## config.mk

```make
export PLATFORM = sky130hd
export DESIGN_NAME = exec_sig_unit
export DESIGN_NICKNAME = d
export VERILOG_FILES = /design/src/rtl/sig_pkg.sv /design/src/rtl/sig_crc_step.sv /design/src/rtl/sig_chunk_ctr.sv /design/src/rtl/exec_sig_unit.sv
export SDC_FILE = /design/constraint.sdc
export NUM_CORES = 1
export LEC_CHECK = 0
export BUFFER_PORTS_ARGS = -buffer_cell sky130_fd_sc_hd__buf_2
export CAP_MARGIN = 25
export CELL_PAD_IN_SITES_DETAIL_PLACEMENT = 0
export CELL_PAD_IN_SITES_GLOBAL_PLACEMENT = 1
export CORE_ASPECT_RATIO = 1.4
export CORE_UTILIZATION = 50
export CTS_CLUSTER_DIAMETER = 50
export CTS_CLUSTER_SIZE = 20
export DETAILED_ROUTE_END_ITERATION = 7
export PLACE_DENSITY = 0.94
export RECOVER_POWER = 25
export SYNTH_ARGS = -nofsm -noshare
export SYNTH_HDL_FRONTEND = slang
export SYNTH_SLANG_ARGS = --single-unit
```

## constraint.sdc

```tcl
create_clock -name clk -period 9.55 [get_ports clk]
set_input_delay 0.4775 -clock clk [delete_from_list [all_inputs] [get_ports clk]]
set_output_delay 0.4775 -clock clk [all_outputs]
set_load 0.01 [all_outputs]
```

## src/rtl/sig_pkg.sv

```systemverilog
package sig_pkg;
    localparam int unsigned SIG_W  = 32;
    localparam int unsigned ADDR_W = 3;
    localparam logic [SIG_W-1:0] CRC_POLY = 32'h04C11DB7;

    localparam logic [ADDR_W-1:0] A_ISIG  = 3'd0;
    localparam logic [ADDR_W-1:0] A_DSIG  = 3'd1;
    localparam logic [ADDR_W-1:0] A_CHUNK = 3'd2;
    localparam logic [ADDR_W-1:0] A_SISIG = 3'd3;
    localparam logic [ADDR_W-1:0] A_SDSIG = 3'd4;

    typedef enum logic [1:0] {
        CAUSE_NONE  = 2'd0,
        CAUSE_CHUNK = 2'd1,
        CAUSE_MISS  = 2'd2
    } cause_e;

    typedef struct packed {
        logic [SIG_W-1:0] isig;
        logic [SIG_W-1:0] dsig;
        logic [SIG_W-1:0] sisig;
        logic [SIG_W-1:0] sdsig;
        logic             trap;
        cause_e           cause;
    } sig_state_t;
endpackage

```

## src/rtl/sig_crc_step.sv

```systemverilog
module sig_crc_step
    import sig_pkg::*;
(
    input  logic [SIG_W-1:0] prev_i,
    input  logic [SIG_W-1:0] word_i,
    output logic [SIG_W-1:0] next_o
);
    always_comb begin
        logic [SIG_W-1:0] acc;
        acc = prev_i ^ word_i;
        for (int b = 0; b < SIG_W; b++) begin
            if (acc[SIG_W-1]) acc = (acc << 1) ^ CRC_POLY;
            else              acc = acc << 1;
        end
        next_o = acc;
    end
endmodule

```

## src/rtl/sig_chunk_ctr.sv

```systemverilog
module sig_chunk_ctr #(
    parameter int unsigned CNT_W = 16
) (
    input  logic             clk,
    input  logic             rst_n,
    input  logic             load_en,
    input  logic [CNT_W-1:0] load_val,
    input  logic             dec,
    output logic [CNT_W-1:0] cnt_o,
    output logic             expire_o
);
    localparam logic [CNT_W-1:0] ONE = CNT_W'(1);

    logic [CNT_W-1:0] cnt_d, cnt_q;

    always_comb begin
        cnt_d    = cnt_q;
        expire_o = 1'b0;
        if (load_en) begin
            cnt_d = load_val;
        end else if (dec && cnt_q != '0) begin
            cnt_d    = cnt_q - ONE;
            expire_o = (cnt_q == ONE);
        end
    end

    always_ff @(posedge clk) begin
        if (!rst_n) cnt_q <= '0;
        else        cnt_q <= cnt_d;
    end

    assign cnt_o = cnt_q;


    dec_step_chk: assert property (@(posedge clk) disable iff (!rst_n)
        (dec && !load_en && cnt_q != '0) |=> (cnt_q == $past(cnt_q) - ONE));


    expire_zero_chk: assert property (@(posedge clk) disable iff (!rst_n)
        expire_o |=> (cnt_q == '0));
endmodule

```

## src/rtl/exec_sig_unit.sv

```systemverilog
module exec_sig_unit
    import sig_pkg::*;
#(
    parameter int unsigned CNT_W = 16
) (
    input  logic        clk,
    input  logic        rst_n,
    input  logic        ret_valid,
    input  logic        ret_kill,
    input  logic [31:0] ret_insn,
    input  logic [31:0] ret_data,
    input  logic        trap_enter,
    input  logic        trap_return,
    input  logic        sw_we,
    input  logic [2:0]  sw_addr,
    input  logic [31:0] sw_wdata,
    output logic [31:0] sw_rdata,
    input  logic        match_valid,
    input  logic [31:0] match_target,
    output logic        trap_pulse,
    output logic [1:0]  trap_cause
);
    localparam int unsigned LANES = 2;

    sig_state_t st_d, st_q;

    logic                       retire;
    logic [LANES-1:0][SIG_W-1:0] lane_prev, lane_word, lane_next;
    logic [CNT_W-1:0]           chunk_cnt;
    logic                       chunk_expire;
    logic                       chunk_wr;
    logic                       miss;

    assign retire   = ret_valid & ~ret_kill;
    assign chunk_wr = sw_we && (sw_addr == A_CHUNK);
    assign miss     = match_valid && (match_target != st_q.isig);

    assign lane_prev[0] = st_q.isig;
    assign lane_word[0] = ret_insn;
    assign lane_prev[1] = st_q.dsig;
    assign lane_word[1] = ret_data;

    for (genvar g = 0; g < LANES; g++) begin : g_lane
        sig_crc_step u_step (
            .prev_i (lane_prev[g]),
            .word_i (lane_word[g]),
            .next_o (lane_next[g])
        );
    end

    sig_chunk_ctr #(.CNT_W(CNT_W)) u_chunk (
        .clk      (clk),
        .rst_n    (rst_n),
        .load_en  (chunk_wr),
        .load_val (CNT_W'(sw_wdata)),
        .dec      (retire),
        .cnt_o    (chunk_cnt),
        .expire_o (chunk_expire)
    );

    always_comb begin
        st_d       = st_q;
        st_d.trap  = 1'b0;
        st_d.cause = CAUSE_NONE;
        if (retire) begin
            st_d.isig = lane_next[0];
            st_d.dsig = lane_next[1];
        end
        if (trap_return) begin
            st_d.isig = st_q.sisig;
            st_d.dsig = st_q.sdsig;
        end
        if (trap_enter) begin
            st_d.sisig = st_q.isig;
            st_d.sdsig = st_q.dsig;
        end
        if (sw_we) begin
            case (sw_addr)
                A_ISIG:  st_d.isig  = sw_wdata;
                A_DSIG:  st_d.dsig  = sw_wdata;
                A_SISIG: st_d.sisig = sw_wdata;
                A_SDSIG: st_d.sdsig = sw_wdata;
                default: ;
            endcase
        end
        if (miss) begin
            st_d.trap  = 1'b1;
            st_d.cause = CAUSE_MISS;
        end else if (chunk_expire) begin
            st_d.trap  = 1'b1;
            st_d.cause = CAUSE_CHUNK;
        end
    end

    always_ff @(posedge clk) begin
        if (!rst_n) begin
            st_q <= '0;
        end else begin
            st_q <= st_d;
        end
    end

    always_comb begin
        case (sw_addr)
            A_ISIG:  sw_rdata = st_q.isig;
            A_DSIG:  sw_rdata = st_q.dsig;
            A_CHUNK: sw_rdata = 32'(chunk_cnt);
            A_SISIG: sw_rdata = st_q.sisig;
            A_SDSIG: sw_rdata = st_q.sdsig;
            default: sw_rdata = '0;
        endcase
    end

    assign trap_pulse = st_q.trap;
    assign trap_cause = st_q.cause;


    idle_isig_stable_chk: assert property (@(posedge clk) disable iff (!rst_n)
        (!retire && !trap_return && !sw_we) |=> $stable(st_q.isig) && $stable(st_q.dsig));


    miss_raise_chk: assert property (@(posedge clk) disable iff (!rst_n)
        miss |=> (trap_pulse && trap_cause == 2'd2));


    cause_idle_chk: assert property (@(posedge clk) disable iff (!rst_n)
        !trap_pulse |-> (trap_cause == 2'd0));


    cause_valid_chk: assert property (@(posedge clk) disable iff (!rst_n)
        trap_pulse |-> (trap_cause == 2'd1 || trap_cause == 2'd2));


    shadow_capture_chk: assert property (@(posedge clk) disable iff (!rst_n)
        (trap_enter && !sw_we) |=> (st_q.sisig == $past(st_q.isig)));
endmodule

```

Word level (Yosys, flattened, before mapping)
Index checks and enable logic that the tools add are counted.
{"block": "word_totals", "inputBits": 139, "regBits": 147, "out_inout_bits": 35, "wordCells": 170}
{"block": "op_classes", "n_bitwise": 69, "add_sub_neg": 1, "muxes": 79, "reduce_logical": 7, "n_eq_ne": 6}
{"cell": "27-bit 2-to-1 mux", "count": 64}
{"cell": "14-bit inverter", "count": 64}
{"cell": "64-bit 2-to-1 mux", "count": 3}
{"cell": "32-bit case mux with 5 select lines", "count": 1}
{"cell": "128-bit 2-to-1 mux", "count": 1}
{"cell": "32-bit 2-to-1 mux", "count": 4}
{"cell": "32-bit XOR", "count": 2}
{"cell": "16-bit 2-to-1 mux", "count": 2}
{"cell": "32-bit inequality test", "count": 1}
{"cell": "16-bit by 1-bit equality test with 1-bit output (second input constant)", "count": 1}
{"cell": "16-bit nonzero test", "count": 1}
{"cell": "16-bit by 1-bit subtractor with 16-bit output (second input constant)", "count": 1}
{"cell": "3-bit by 2-bit equality test with 1-bit output (second input constant)", "count": 2}
{"cell": "3-bit 2-to-1 mux", "count": 2}
{"cell": "3-bit by 1-bit equality test with 1-bit output (second input constant)", "count": 1}
{"cell": "3-bit equality test (second input constant)", "count": 1}
{"cell": "1-bit logical AND", "count": 3}
{"cell": "3-bit zero test", "count": 1}
{"cell": "1-bit 2-to-1 mux", "count": 2}
{"cell": "1-bit inverter", "count": 2}
{"cell": "2-bit nonzero test", "count": 1}
{"cell": "2-bit OR reduction", "count": 1}
{"cell": "1-bit bitwise AND", "count": 1}

Logic depth before layout (Yosys ltp)
Gate-level depths: netlist of the first run.
{"block": "logic_depth", "word_depth": 69, "depth_mapped": 12, "mapped_depth_nobuf": 11}

Cells and area by module
From an unflattened synthesis of the first run, not the netlist that was laid out.
{"block": "unflattened", "hier_cells": 1615, "area_unflattened_um2": 15118.2}
{"module": "exec_sig_unit", "seq_area_each_um2": 2622.5, "area_per_inst_um2": 7866.3, "cells_each": 966, "n_inst": 1}
{"module": "sig_crc_step", "seq_area_each_um2": 0.0, "area_per_inst_um2": 3124.2, "cells_each": 266, "n_inst": 2}
{"module": "sig_chunk_ctr", "seq_area_each_um2": 320.3, "area_per_inst_um2": 1003.5, "cells_each": 117, "n_inst": 1}

Worst setup path before layout of the first run
Ideal clock, no wire load.
{"block": "synth_path", "kind": "input -> register", "start": "input port ret_insn[28]", "end": "register st_q, in the netlist lane_prev[17]", "n_path_buf": 0, "setup_time_ps": 65, "arrival_ps": 3715, "setup_slack_ps": 5771, "t_required_ps": 9485, "path_stages": 11, "path_cell_list": "xnor2_2 -> xnor3_4 -> xor2_4 -> xnor3_1 -> xnor3_2 -> xor2_2 -> xnor3_1 -> xnor2_1 -> nor2_1 -> o31a_1 -> nor2_1"}
{"block": "synth_between", "elab_chain_cells": 38, "elab_cells_between_ends": 55, "classes_between": "mux (33); bitwise (22)"}
{"item": "start: declaration", "line_no": "exec_sig_unit.sv:10", "text": "input logic [31:0] ret_insn,"}
{"item": "32-bit XOR *", "line_no": "sig_crc_step.sv:10", "text": "acc = prev_i ^ word_i;"}
{"item": "27-bit 2-to-1 mux *", "line_no": "sig_crc_step.sv:12", "text": "if (acc[SIG_W-1]) acc = (acc << 1) ^ CRC_POLY;"}
{"item": "27-bit 2-to-1 mux", "line_no": "sig_crc_step.sv:12"}
{"item": "27-bit 2-to-1 mux / 14-bit inverter (equally long branches)"}
{"item": "27-bit 2-to-1 mux", "line_no": "sig_crc_step.sv:12"}
{"item": "27-bit 2-to-1 mux / 14-bit inverter (equally long branches)"}
{"item": "27-bit 2-to-1 mux", "line_no": "sig_crc_step.sv:12"}
{"item": "14-bit inverter (no line) / 27-bit 2-to-1 mux (equally long branches)"}
{"item": "[19 not listed]"}
{"item": "27-bit 2-to-1 mux (3 in a row)", "line_no": "sig_crc_step.sv:12"}
{"item": "27-bit 2-to-1 mux / 14-bit inverter (equally long branches)"}
{"item": "14-bit inverter (no line) / 27-bit 2-to-1 mux (equally long branches)"}
{"item": "27-bit 2-to-1 mux * (2 in a row)", "line_no": "sig_crc_step.sv:12"}
{"item": "64-bit 2-to-1 mux *", "line_no": "exec_sig_unit.sv:65", "text": "if (retire) begin"}
{"item": "64-bit 2-to-1 mux *", "line_no": "exec_sig_unit.sv:69", "text": "if (trap_return) begin"}
{"item": "32-bit 2-to-1 mux", "line_no": "exec_sig_unit.sv:78", "text": "case (sw_addr)"}
{"item": "128-bit 2-to-1 mux *", "line_no": "exec_sig_unit.sv:77", "text": "if (sw_we) begin"}
{"item": "end signal: assignment", "line_no": "exec_sig_unit.sv:99", "text": "st_q <= st_d;"}
{"item": "end: declaration", "line_no": "exec_sig_unit.sv:25", "text": "sig_state_t st_d, st_q;"}
Mark *: on every way between the ends. The rest lies on a longest branch, timed or not.
A chain may end at the register's enable or synchronous reset.

Worst setup path after layout of the first run
{"block": "layout_path", "start": "register st_q, in the netlist lane_prev[61]", "end": "register st_q, in the netlist lane_prev[49]"}
{"block": "layout_between", "elab_chain_cells": 40, "elab_cells_between_ends": 58, "classes_between": "mux (34); bitwise (24)"}
{"item": "32-bit XOR *", "line_no": "sig_crc_step.sv:10"}
{"item": "27-bit 2-to-1 mux *", "line_no": "sig_crc_step.sv:12"}
{"item": "27-bit 2-to-1 mux / 14-bit inverter (equally long branches)"}
{"item": "27-bit 2-to-1 mux (2 in a row)", "line_no": "sig_crc_step.sv:12"}
{"item": "27-bit 2-to-1 mux / 14-bit inverter (equally long branches)"}
{"item": "27-bit 2-to-1 mux", "line_no": "sig_crc_step.sv:12"}
{"item": "14-bit inverter (no line)"}
{"item": "27-bit 2-to-1 mux", "line_no": "sig_crc_step.sv:12"}
{"item": "[20 not listed]"}
{"item": "27-bit 2-to-1 mux (3 in a row)", "line_no": "sig_crc_step.sv:12"}
{"item": "27-bit 2-to-1 mux / 14-bit inverter (equally long branches)"}
{"item": "14-bit inverter (no line) / 27-bit 2-to-1 mux (equally long branches)"}
{"item": "27-bit 2-to-1 mux * (2 in a row)", "line_no": "sig_crc_step.sv:12"}
{"item": "64-bit 2-to-1 mux *", "line_no": "exec_sig_unit.sv:65"}
{"item": "64-bit 2-to-1 mux *", "line_no": "exec_sig_unit.sv:69"}
{"item": "32-bit 2-to-1 mux", "line_no": "exec_sig_unit.sv:78"}
{"item": "128-bit 2-to-1 mux *", "line_no": "exec_sig_unit.sv:77"}
Marks and branches as above.

==> flow_metrics.py, run 1 <==
metrics = {
    "logic_synthesis": {
        "synth.avg_cell_area_um2": 9.189,
        "syn_area_um2": 14450,
        "synth-main-ff-cell": "dfxtp_1",
        "synthesis.nets": 1713,
        "synthCells": 1572,
        "ys_warn_count": 0,
        "synth_cell_types": 46,
        "synth.ff_latch_count": 147,
        "ys_seq_area_share_pct": 20.37,
        "synth_edf_count": 0,
        "async_flop_share_pct": 0,
    },
    "cts": {
        "cts_root_buffer": "clkbuf_16",
        "tritoncts": "done",
        "insertion_delay_ns": 0.45,
        "cts.sinks": 147,
        "clk_pin_slew_worst_paths_ns": 0.06,
        "hold_buffers": 0,
        "max-clock-path-buffers": 2,
        "cts_repair_resize_count": 0,
        "cts_max_level": 4,
        "post_cts_buffers": 0,
        "numCtsBuffers": 17,
    },
    "setup_path": {
        "critPathLaunch": "lane_prev[61]",
        "arrival_ns": 5.00,
        "cp_max_fo": 11,
        "end_kind": "flip-flop",
        "critPathRequiredTime_ns": 9.92,
        "crit_path_start_kind": "flip-flop",
        "critPathKind": "reg -> reg",
        "reg2reg_from": "lane_prev[61]",
        "reg2reg_setup_slack_ns": 4.93,
        "reg2regPathDepth": 12,
        "r2r-end": "lane_prev[49]",
    },
    "placement": {
        "place_area_um2": 15560,
        "hpwlAfterDp_um": 39870,
        "port_buffers": 173,
        "placed_cells": 2034,
        "gp_congestion": 1.048,
    },
    "sta": {
        "relSlewSlack_pct": -1.328,
        "layout_min_cycle_time_ns": 4.625,
        "drv_slew": 35,
        "tns_ns": 0,
        "hold_viol": 0,
        "fin_crit_sh_pct": 48.42,
        "skew_ns": 0.01205,
        "worst_pin_slew_ns": 1.520,
        "fin_hold_ws_ns": 0.3267,
        "setup_viol": 0,
        "rsz0062_at_grt": "false",
        "max_freq_mhz": 216.2,
    },
    "outcome": {
        "violations": "max-capacitance violations, max-slew violations",
        "status": "finished, violations left",
    },
    "hold_path": {
        "hold_depth": 3,
        "hold_class": "in -> reg",
        "worstHoldStart": "sw_wdata[27]",
        "whs_endpoint": "lane_prev[59]",
    },
    "finish": {
        "postLayoutCellArea_um2": 16100,
        "synthToLayoutAreaGrowth_pct": 11.43,
        "fin_nets": 1820,
        "multi_input_area_um2": 11100,
        "fin_cells": 2067,
        "drive_gt1_share_pct": 16.32,
        "fillers": 2619,
        "regArea_um2": 2943,
    },
    "detailed_routing": {
        "drt-total-wl_um": 50750,
        "drc_errors": 0,
        "antenna_left": 0,
        "first_pass_iters": 5,
        "via_per_inst": 5.885,
        "wire_per_inst_um": 24.55,
        "vias": 12160,
        "drtIter0Drc": 959,
    },
    "global_route": {
        "met1_usage_pct": 38.43,
        "grt.busiest_layer": "met2",
        "grt_pass1_vias": 11950,
        "grtUsageTotal_pct": 34.42,
        "grtUsageMet2_pct": 61.54,
        "grt_pass1_wl_um": 75330,
        "use_met3_pct": 3.730,
        "antenna_found_initial": 2,
        "grt_max_degree": 89,
        "grt_overflow": 0,
    },
    "floorplanning": {
        "fp-row-count": 73,
        "initial_core_util_pct": 50.85,
        "ioPinCount": 174,
        "fp.dieArea_um2": 29580,
        "core_um2": 28410,
        "die_y_um": 203.1,
        "dieWidth_um": 145.7,
    },
    "run": {
        "drv_cap": 1,
    },
}
[cells in the mapped netlist (2+ instances only)]
| master | n | share of area (%) |
|---|---|---|
| o22ai_1 | 16 | 0.69 |
| inv_1 | 4 | 0.10 |
| clkbuf_1 | 91 | 2.4 |
| dfxtp_1 | 147 | 20 |
| xnor2_4 | 6 | 1.1 |
| o31a_1 | 2 | 0.12 |
| a311oi_1 | 3 | 0.18 |
| nor2_1 | 172 | 4.5 |
| or4_1 | 2 | 0.10 |
| xnor2_1 | 328 | 20 |
| buf_1 | 7 | 0.18 |
| xor2_1 | 118 | 7.2 |
| nor2b_1 | 5 | 0.22 |
| a211oi_1 | 121 | 6.3 |
| buf_2 | 4 | 0.14 |
| nor3_1 | 15 | 0.52 |
| nand4_1 | 3 | 0.13 |
| xor2_2 | 6 | 0.68 |
| xor3_1 | 11 | 1.8 |
| xnor3_2 | 8 | 1.3 |
| nand2b_1 | 3 | 0.13 |
| and2_1 | 5 | 0.22 |
| xnor3_1 | 66 | 10 |
| o21ai_0 | 68 | 2.4 |
| a211o_1 | 3 | 0.18 |
| xnor2_2 | 25 | 2.8 |
| buf_4 | 2 | 0.10 |
| mux2i_1 | 66 | 4.6 |
| or3_1 | 3 | 0.13 |
| nand3_1 | 3 | 0.10 |
| a21oi_1 | 116 | 4.0 |
| mux2_2 | 14 | 1.1 |
| xor2_4 | 2 | 0.38 |
| nor4_1 | 11 | 0.48 |
| nand2_1 | 40 | 1.0 |
| a31oi_1 | 4 | 0.17 |
| a22oi_1 | 62 | 3.2 |
| ha_1 | 2 | 0.17 |
[state kept, by name, summed over array words and instances (netlist names)]
name and cells:
u_chunk.cnt_o 16, trap_cause 2, trap_pulse 1, lane_prev 64, st_q 64
[how the worst max path moves through the flow]
| stage | endpoint | slack [ns] | cells after the start |
|---|---|---|---|
| 2_1_floorplan | lane_prev[17] | 5.77 | 11 |
| 3_3_place_gp | lane_prev[49] | 4.83 | 13 |
| 3_5_place_dp | lane_prev[49] | 4.88 | 13 |
| 4_1_cts | lane_prev[49] | 5.01 | 12 |
| 5_1_grt | lane_prev[49] | 4.75 | 12 |
| 6_report | lane_prev[49] | 4.93 | 12 |
[cell usage in the layout (no fill, tap or decap), drive strengths merged, types with 8 or more instances in the layout]
master | Yosys | final
a211oi | 121 | 121
o21ai | 68 | 68
xor3 | 12 | 12
nand2 | 40 | 40
inv | 5 | 8
a22oi | 62 | 62
clkbuf | 91 | 32
xor2 | 126 | 126
nor3 | 15 | 15
mux2i | 66 | 66
xnor2 | 359 | 359
buf | 13 | 180
xnor3 | 75 | 75
mux2 | 14 | 14
nor4 | 11 | 11
dfxtp | 147 | 147
a21oi | 116 | 116
nor2 | 172 | 172
o22ai | 16 | 16
[layer usage]
layer  part of all wire (%)  wire, um
met5                      0         0
met4                    6.9      3503
met3                    5.2      2634
met2                     51     25800
met1                     37     18820
[cells by family (layout without fill, tap and decap cells)]
| logic type | after synthesis | in the layout | synth area share [%] |
|---|---|---|---|
| buf+inv | 109 | 228 | 2.919 |
| mux | 80 | 80 | 5.665 |
| fa+ha+maj | 2 | 2 | 0.1732 |
| flops | 147 | 147 | 20.37 |
| xor+xnor | 572 | 572 | 45.83 |
| compound gates | 399 | 399 | 17.45 |
| other cells | 0 | 1 | 0 |
| simple gates | 263 | 263 | 7.588 |
[critical path: stages, from the launching register on]
cell and delay (ns):
dfxtp_1 0.42, xor2_1 0.19, buf_4 0.24, xnor3_1 0.58, xnor2_1 0.84, xnor2_2 0.36
xor2_2 0.58, xor2_1 0.19, xnor2_2 0.31, xnor3_1 0.38, a211oi_1 0.25, a21oi_1 0.06
a21oi_1 0.16
[layout make-up]
cell class	instances	area share [%]
antenna	1	0.01555
clock buffer	20	2.775
clock inverter	11	0.6452
inverter	5	0.1166
multi-input combinational	1316	68.93
sequential	147	18.28
tap	375	2.915
timing repair buffer	192	6.319
[stage by stage]
step | util, % | setup WS, ns
global route | 56.66 | 4.753
global placement | 54.58 | 4.830
finish | 56.67 | 4.925
detailed placement | 54.79 | 4.881
floorplan | - | 5.771
CTS | 56.73 | 5.012
Power of run 1 is left out: the tool's default activity adds up to more than one toggle a clock period on the data nets, which glitch-free logic cannot reach.
==> run 2: changes to the inputs <==
CORE_UTILIZATION = 46   (was 50)
PLACE_DENSITY = 0.88   (was 0.94)
clock period = 4.8 ns   (was 9.55 ns; I/O delays follow)
==> flow_metrics.py, run 2 (synthesis gave the netlist of run 1 again) <==
metrics = {
    "outcome": {
        "status": "finished, violations left",
        "violations": "max-capacitance violations, max-slew violations",
    },
    "detailed_routing": {
        "vias": 12300,
        "antenna_left": 0,
        "drc_errors": 0,
        "wire_per_inst_um": 24.98,
        "drt-total-wl_um": 52980,
        "drtIter0Drc": 784,
        "via_per_inst": 5.797,
        "first_pass_iters": 5,
    },
    "global_route": {
        "grt_overflow": 0,
        "grtUsageTotal_pct": 33.54,
        "antenna_found_initial": 2,
        "grt_pass1_vias": 12150,
        "grt_max_degree": 111,
        "grt_pass1_wl_um": 77680,
    },
    "setup_path": {
        "end_kind": "flip-flop",
        "critPathRequiredTime_ns": 5.18,
        "critPathKind": "reg -> reg",
        "cp_max_fo": 5,
        "arrival_ns": 4.94,
        "crit_path_start_kind": "flip-flop",
    },
    "finish": {
        "synthToLayoutAreaGrowth_pct": 13.88,
        "fin_nets": 1860,
        "fillers": 2960,
        "final_common_cell": "xnor2_1",
        "drive_gt1_share_pct": 17.91,
        "final_cell_mix": "xnor2_1 (328), nor2_1 (172), buf_2 (154), dfxtp_1 (147), a211oi_1 (121)",
        "n_antenna_cell": 0,
        "multi_input_area_um2": 11090,
        "regArea_um2": 2943,
    },
    "cts": {
        "post_cts_buffers": 0,
        "cts.sinks": 147,
        "max-clock-path-buffers": 2,
        "insertion_delay_ns": 0.45,
        "cts_repair_resize_count": 0,
        "cts_root_buffer": "clkbuf_16",
        "numCtsBuffers": 17,
        "tritoncts": "done",
        "cts_max_level": 4,
        "clk_pin_slew_worst_paths_ns": 0.07,
        "hold_buffers": 0,
    },
    "sta": {
        "fin_hold_ws_ns": 0.09356,
        "skew_ns": 0.01368,
        "hold_viol": 0,
        "tns_ns": 0,
        "rsz0062_at_grt": "false",
        "layout_min_cycle_time_ns": 4.559,
        "relSlewSlack_pct": -7.032,
        "drv_slew": 39,
        "setup_viol": 0,
        "max_freq_mhz": 219.3,
        "fin_crit_sh_pct": 94.99,
        "worst_pin_slew_ns": 1.605,
    },
    "run": {
        "drv_cap": 1,
    },
    "placement": {
        "gp_congestion": 1.034,
        "hpwlAfterDp_um": 41990,
        "port_buffers": 173,
    },
    "floorplanning": {
        "fp-row-count": 76,
        "core_um2": 30810,
        "ioPinCount": 174,
        "dieWidth_um": 151.8,
        "fp.dieArea_um2": 32120,
        "initial_core_util_pct": 46.89,
        "die_y_um": 211.7,
    },
    "hold_path": {
        "hold_class": "in -> reg",
    },
}
run 2: critical path, cell delays in order (launching register included):
cell	delay [ns]
dfxtp_1	0.38
xnor2_1	0.72
xnor3_1	0.68
xor2_2	0.41
xor3_1	0.52
xnor3_1	0.58
xnor2_2	0.36
xnor3_1	0.39
a211oi_1	0.24
a21oi_1	0.06
a21oi_1	0.14
run 2: metrics by stage:
stage	instance area [um^2]	setup WS (ns)	instances	util, %
after floorplan	14450	1.102	1572	-
final	16450	0.2407	2121	53.40
after detailed placement	15860	0.2955	2086	51.48
after global placement	15810	0.3613	2083	51.31
after global routing	16450	0.06298	2121	53.40
after CTS	16410	0.2676	2117	53.25
run 2: final cells by class:
class	count	share of cell area (%)
Inverter	5	0.1141
Multi-Input combinational cell	1316	67.43
Clock buffer	17	2.586
Clock inverter	14	0.7378
Tap cell	390	2.966
Timing Repair Buffer	232	8.275
Sequential cell	147	17.89
run 2: worst paths after layout:
| path | slack [ns] | from | to | depth (start not counted) |
|---|---|---|---|---|
| setup reg to reg | 0.24 | lane_prev[57] | lane_prev[49] | 10 |
| hold / removal | 0.09 | sw_wdata[27] | lane_prev[59] | 3 |
| setup / recovery | 0.24 | lane_prev[57] | lane_prev[49] | 10 |
| hold reg to reg | 0.55 | u_chunk.cnt_o[7] | u_chunk.cnt_o[7] | 2 |
run 2: metal layers:
| layer | track usage, % | wire length [um] | vias up |
|---|---|---|---|
| met5 | 0 | 31 | - |
| met4 | 23.11 | 3929 | 4 |
| met3 | 5.022 | 2650 | 161 |
| met2 | 58.56 | 26860 | 452 |
| met1 | 36.78 | 19510 | 5870 |
| li1 | - | - | 5808 |
Power of run 2 is left out for the same reason.
==> run 3: changes to the inputs <==
RECOVER_POWER = unset   (was 25)
==> flow_metrics.py, run 3 (synthesis gave the netlist of run 1 again) <==
metrics = {
    "floorplanning": {
        "initial_core_util_pct": 46.89,
        "dieWidth_um": 151.8,
        "die_y_um": 211.7,
        "ioPinCount": 174,
        "core_um2": 30810,
        "fp-row-count": 76,
        "fp.dieArea_um2": 32120,
    },
    "cts": {
        "tritoncts": "done",
        "clk_pin_slew_worst_paths_ns": 0.07,
        "cts_repair_resize_count": 0,
        "cts_root_buffer": "clkbuf_16",
        "hold_buffers": 0,
        "cts_max_level": 4,
        "cts.sinks": 147,
        "post_cts_buffers": 0,
        "max-clock-path-buffers": 2,
        "insertion_delay_ns": 0.45,
        "numCtsBuffers": 17,
    },
    "setup_path": {
        "r2r-end": "lane_prev[49]",
        "cp_top_family": "XOR/XNOR gates",
        "path_buf_inv": 0,
        "cp_max_fo": 5,
        "max_stage_delay_ns": 0.72,
        "arrival_ns": 4.94,
        "cp.depth": 10,
        "end_kind": "flip-flop",
        "endpoint": "lane_prev[49]",
        "critPathRequiredTime_ns": 5.18,
        "critPathLaunch": "lane_prev[57]",
        "reg2regPathDepth": 10,
        "critical-path-slowest-cell": "xnor2_1",
        "reg2reg_setup_slack_ns": 0.24,
        "crit_path_start_kind": "flip-flop",
        "reg2reg_from": "lane_prev[57]",
        "critPathKind": "reg -> reg",
        "crit_chain": "xnor2_1 -> xnor3_1 -> xor2_2 -> xor3_1 -> xnor3_1 -> xnor2_2 -> xnor3_1 -> a211oi_1 -> a21oi_1 -> a21oi_1",
        "cpMostUsedCell": "xnor3_1",
    },
    "placement": {
        "gp_congestion": 1.034,
        "port_buffers": 173,
        "hpwlAfterDp_um": 41990,
    },
    "sta": {
        "relSlewSlack_pct": 29.14,
        "fin_crit_sh_pct": 95.05,
        "worst_pin_slew_ns": 1.052,
        "skew_ns": 0.01115,
        "max_freq_mhz": 219.2,
        "hold_viol": 0,
        "rsz0062_at_grt": "false",
        "drv_slew": 0,
        "setup_viol": 0,
        "layout_min_cycle_time_ns": 4.562,
        "tns_ns": 0,
    },
    "detailed_routing": {
        "drtIter0Drc": 788,
        "via_per_inst": 5.792,
        "first_pass_iters": 5,
        "drc_errors": 0,
        "vias": 12280,
        "antenna_left": 0,
        "drt-total-wl_um": 52890,
        "wire_per_inst_um": 24.94,
    },
    "finish": {
        "fin_nets": 1860,
        "drive_gt1_share_pct": 19.12,
        "synthToLayoutAreaGrowth_pct": 14.10,
        "final_cell_mix": "xnor2_1 (328), nor2_1 (172), buf_2 (172), dfxtp_1 (147), a211oi_1 (121)",
        "final_common_cell": "xnor2_1",
        "fillers": 2947,
        "post-route-util_pct": 53.50,
        "n_antenna_cell": 0,
    },
    "global_route": {
        "grt_overflow": 0,
        "grt_pass1_wl_um": 77680,
        "grt_pass1_vias": 12150,
        "antenna_found_initial": 2,
        "grt_max_degree": 111,
        "grtUsageTotal_pct": 33.54,
    },
    "outcome": {
        "status": "finished clean",
    },
    "hold_path": {
        "worstHoldStart": "sw_wdata[27]",
        "hold_class": "in -> reg",
    },
    "run": {
        "drv_cap": 0,
    },
}
## run 3: cell types whose count changed in the layout (fill, tap and decap cells not counted)
cell      before  now
nand2_1       40   38
nand2_2        0    2
clkbuf_1      19    0
and2_1         3    5
buf_4         53   54
buf_2        154  172
and2_0         2    0
## run 3: worst reg2reg max path: stages, from the launching register on
cell      delay, ns
dfxtp_1        0.38
xnor2_1        0.72
xnor3_1        0.69
xor2_2         0.42
xor3_1         0.52
xnor3_1        0.59
xnor2_2        0.37
xnor3_1        0.39
a211oi_1       0.24
a21oi_1        0.06
a21oi_1        0.14
## run 3: worst min path at each step
stage,cells after the start,end
5_1_grt,3,lane_prev[31]
3_5_place_dp,3,lane_prev[59]
2_1_floorplan,2,lane_prev[59]
6_report,3,lane_prev[59]
3_3_place_gp,3,lane_prev[59]
4_1_cts,3,lane_prev[59]
## run 3: through the flow
step                instances  worst slack (ns)  instance area [um^2]  hold WS (ns)
finish                   2121            0.2378                 16480       0.09450
global route             2121           0.06298                 16480       0.09399
CTS                      2117            0.2676                 16410       0.06552
detailed placement       2086            0.2955                 15860        0.5268
global placement         2083            0.3613                 15810        0.5188
floorplan                1572             1.102                 14450        0.3667
## run 3: final cells by class
class | count | area [um^2] | area share [%]
flip-flops and latches | 147 | 2943 | 17.85
inverters | 5 | 18.77 | 0.1139
well taps | 390 | 488.0 | 2.961
repair buffers | 232 | 1388 | 8.419
multi-input cells | 1316 | 11100 | 67.33
clock inverters | 14 | 121.4 | 0.7364
clock buffers | 17 | 425.4 | 2.581
## run 3: per-layer routing
layer	up-vias	global-route usage [%]	wire, um
met5	-	0	31
met4	4	23.11	3925
met3	159	5.022	2555
met2	463	58.56	26840
met1	5845	36.78	19540
li1	5813	-	-
Power of run 3 is left out for the same reason.
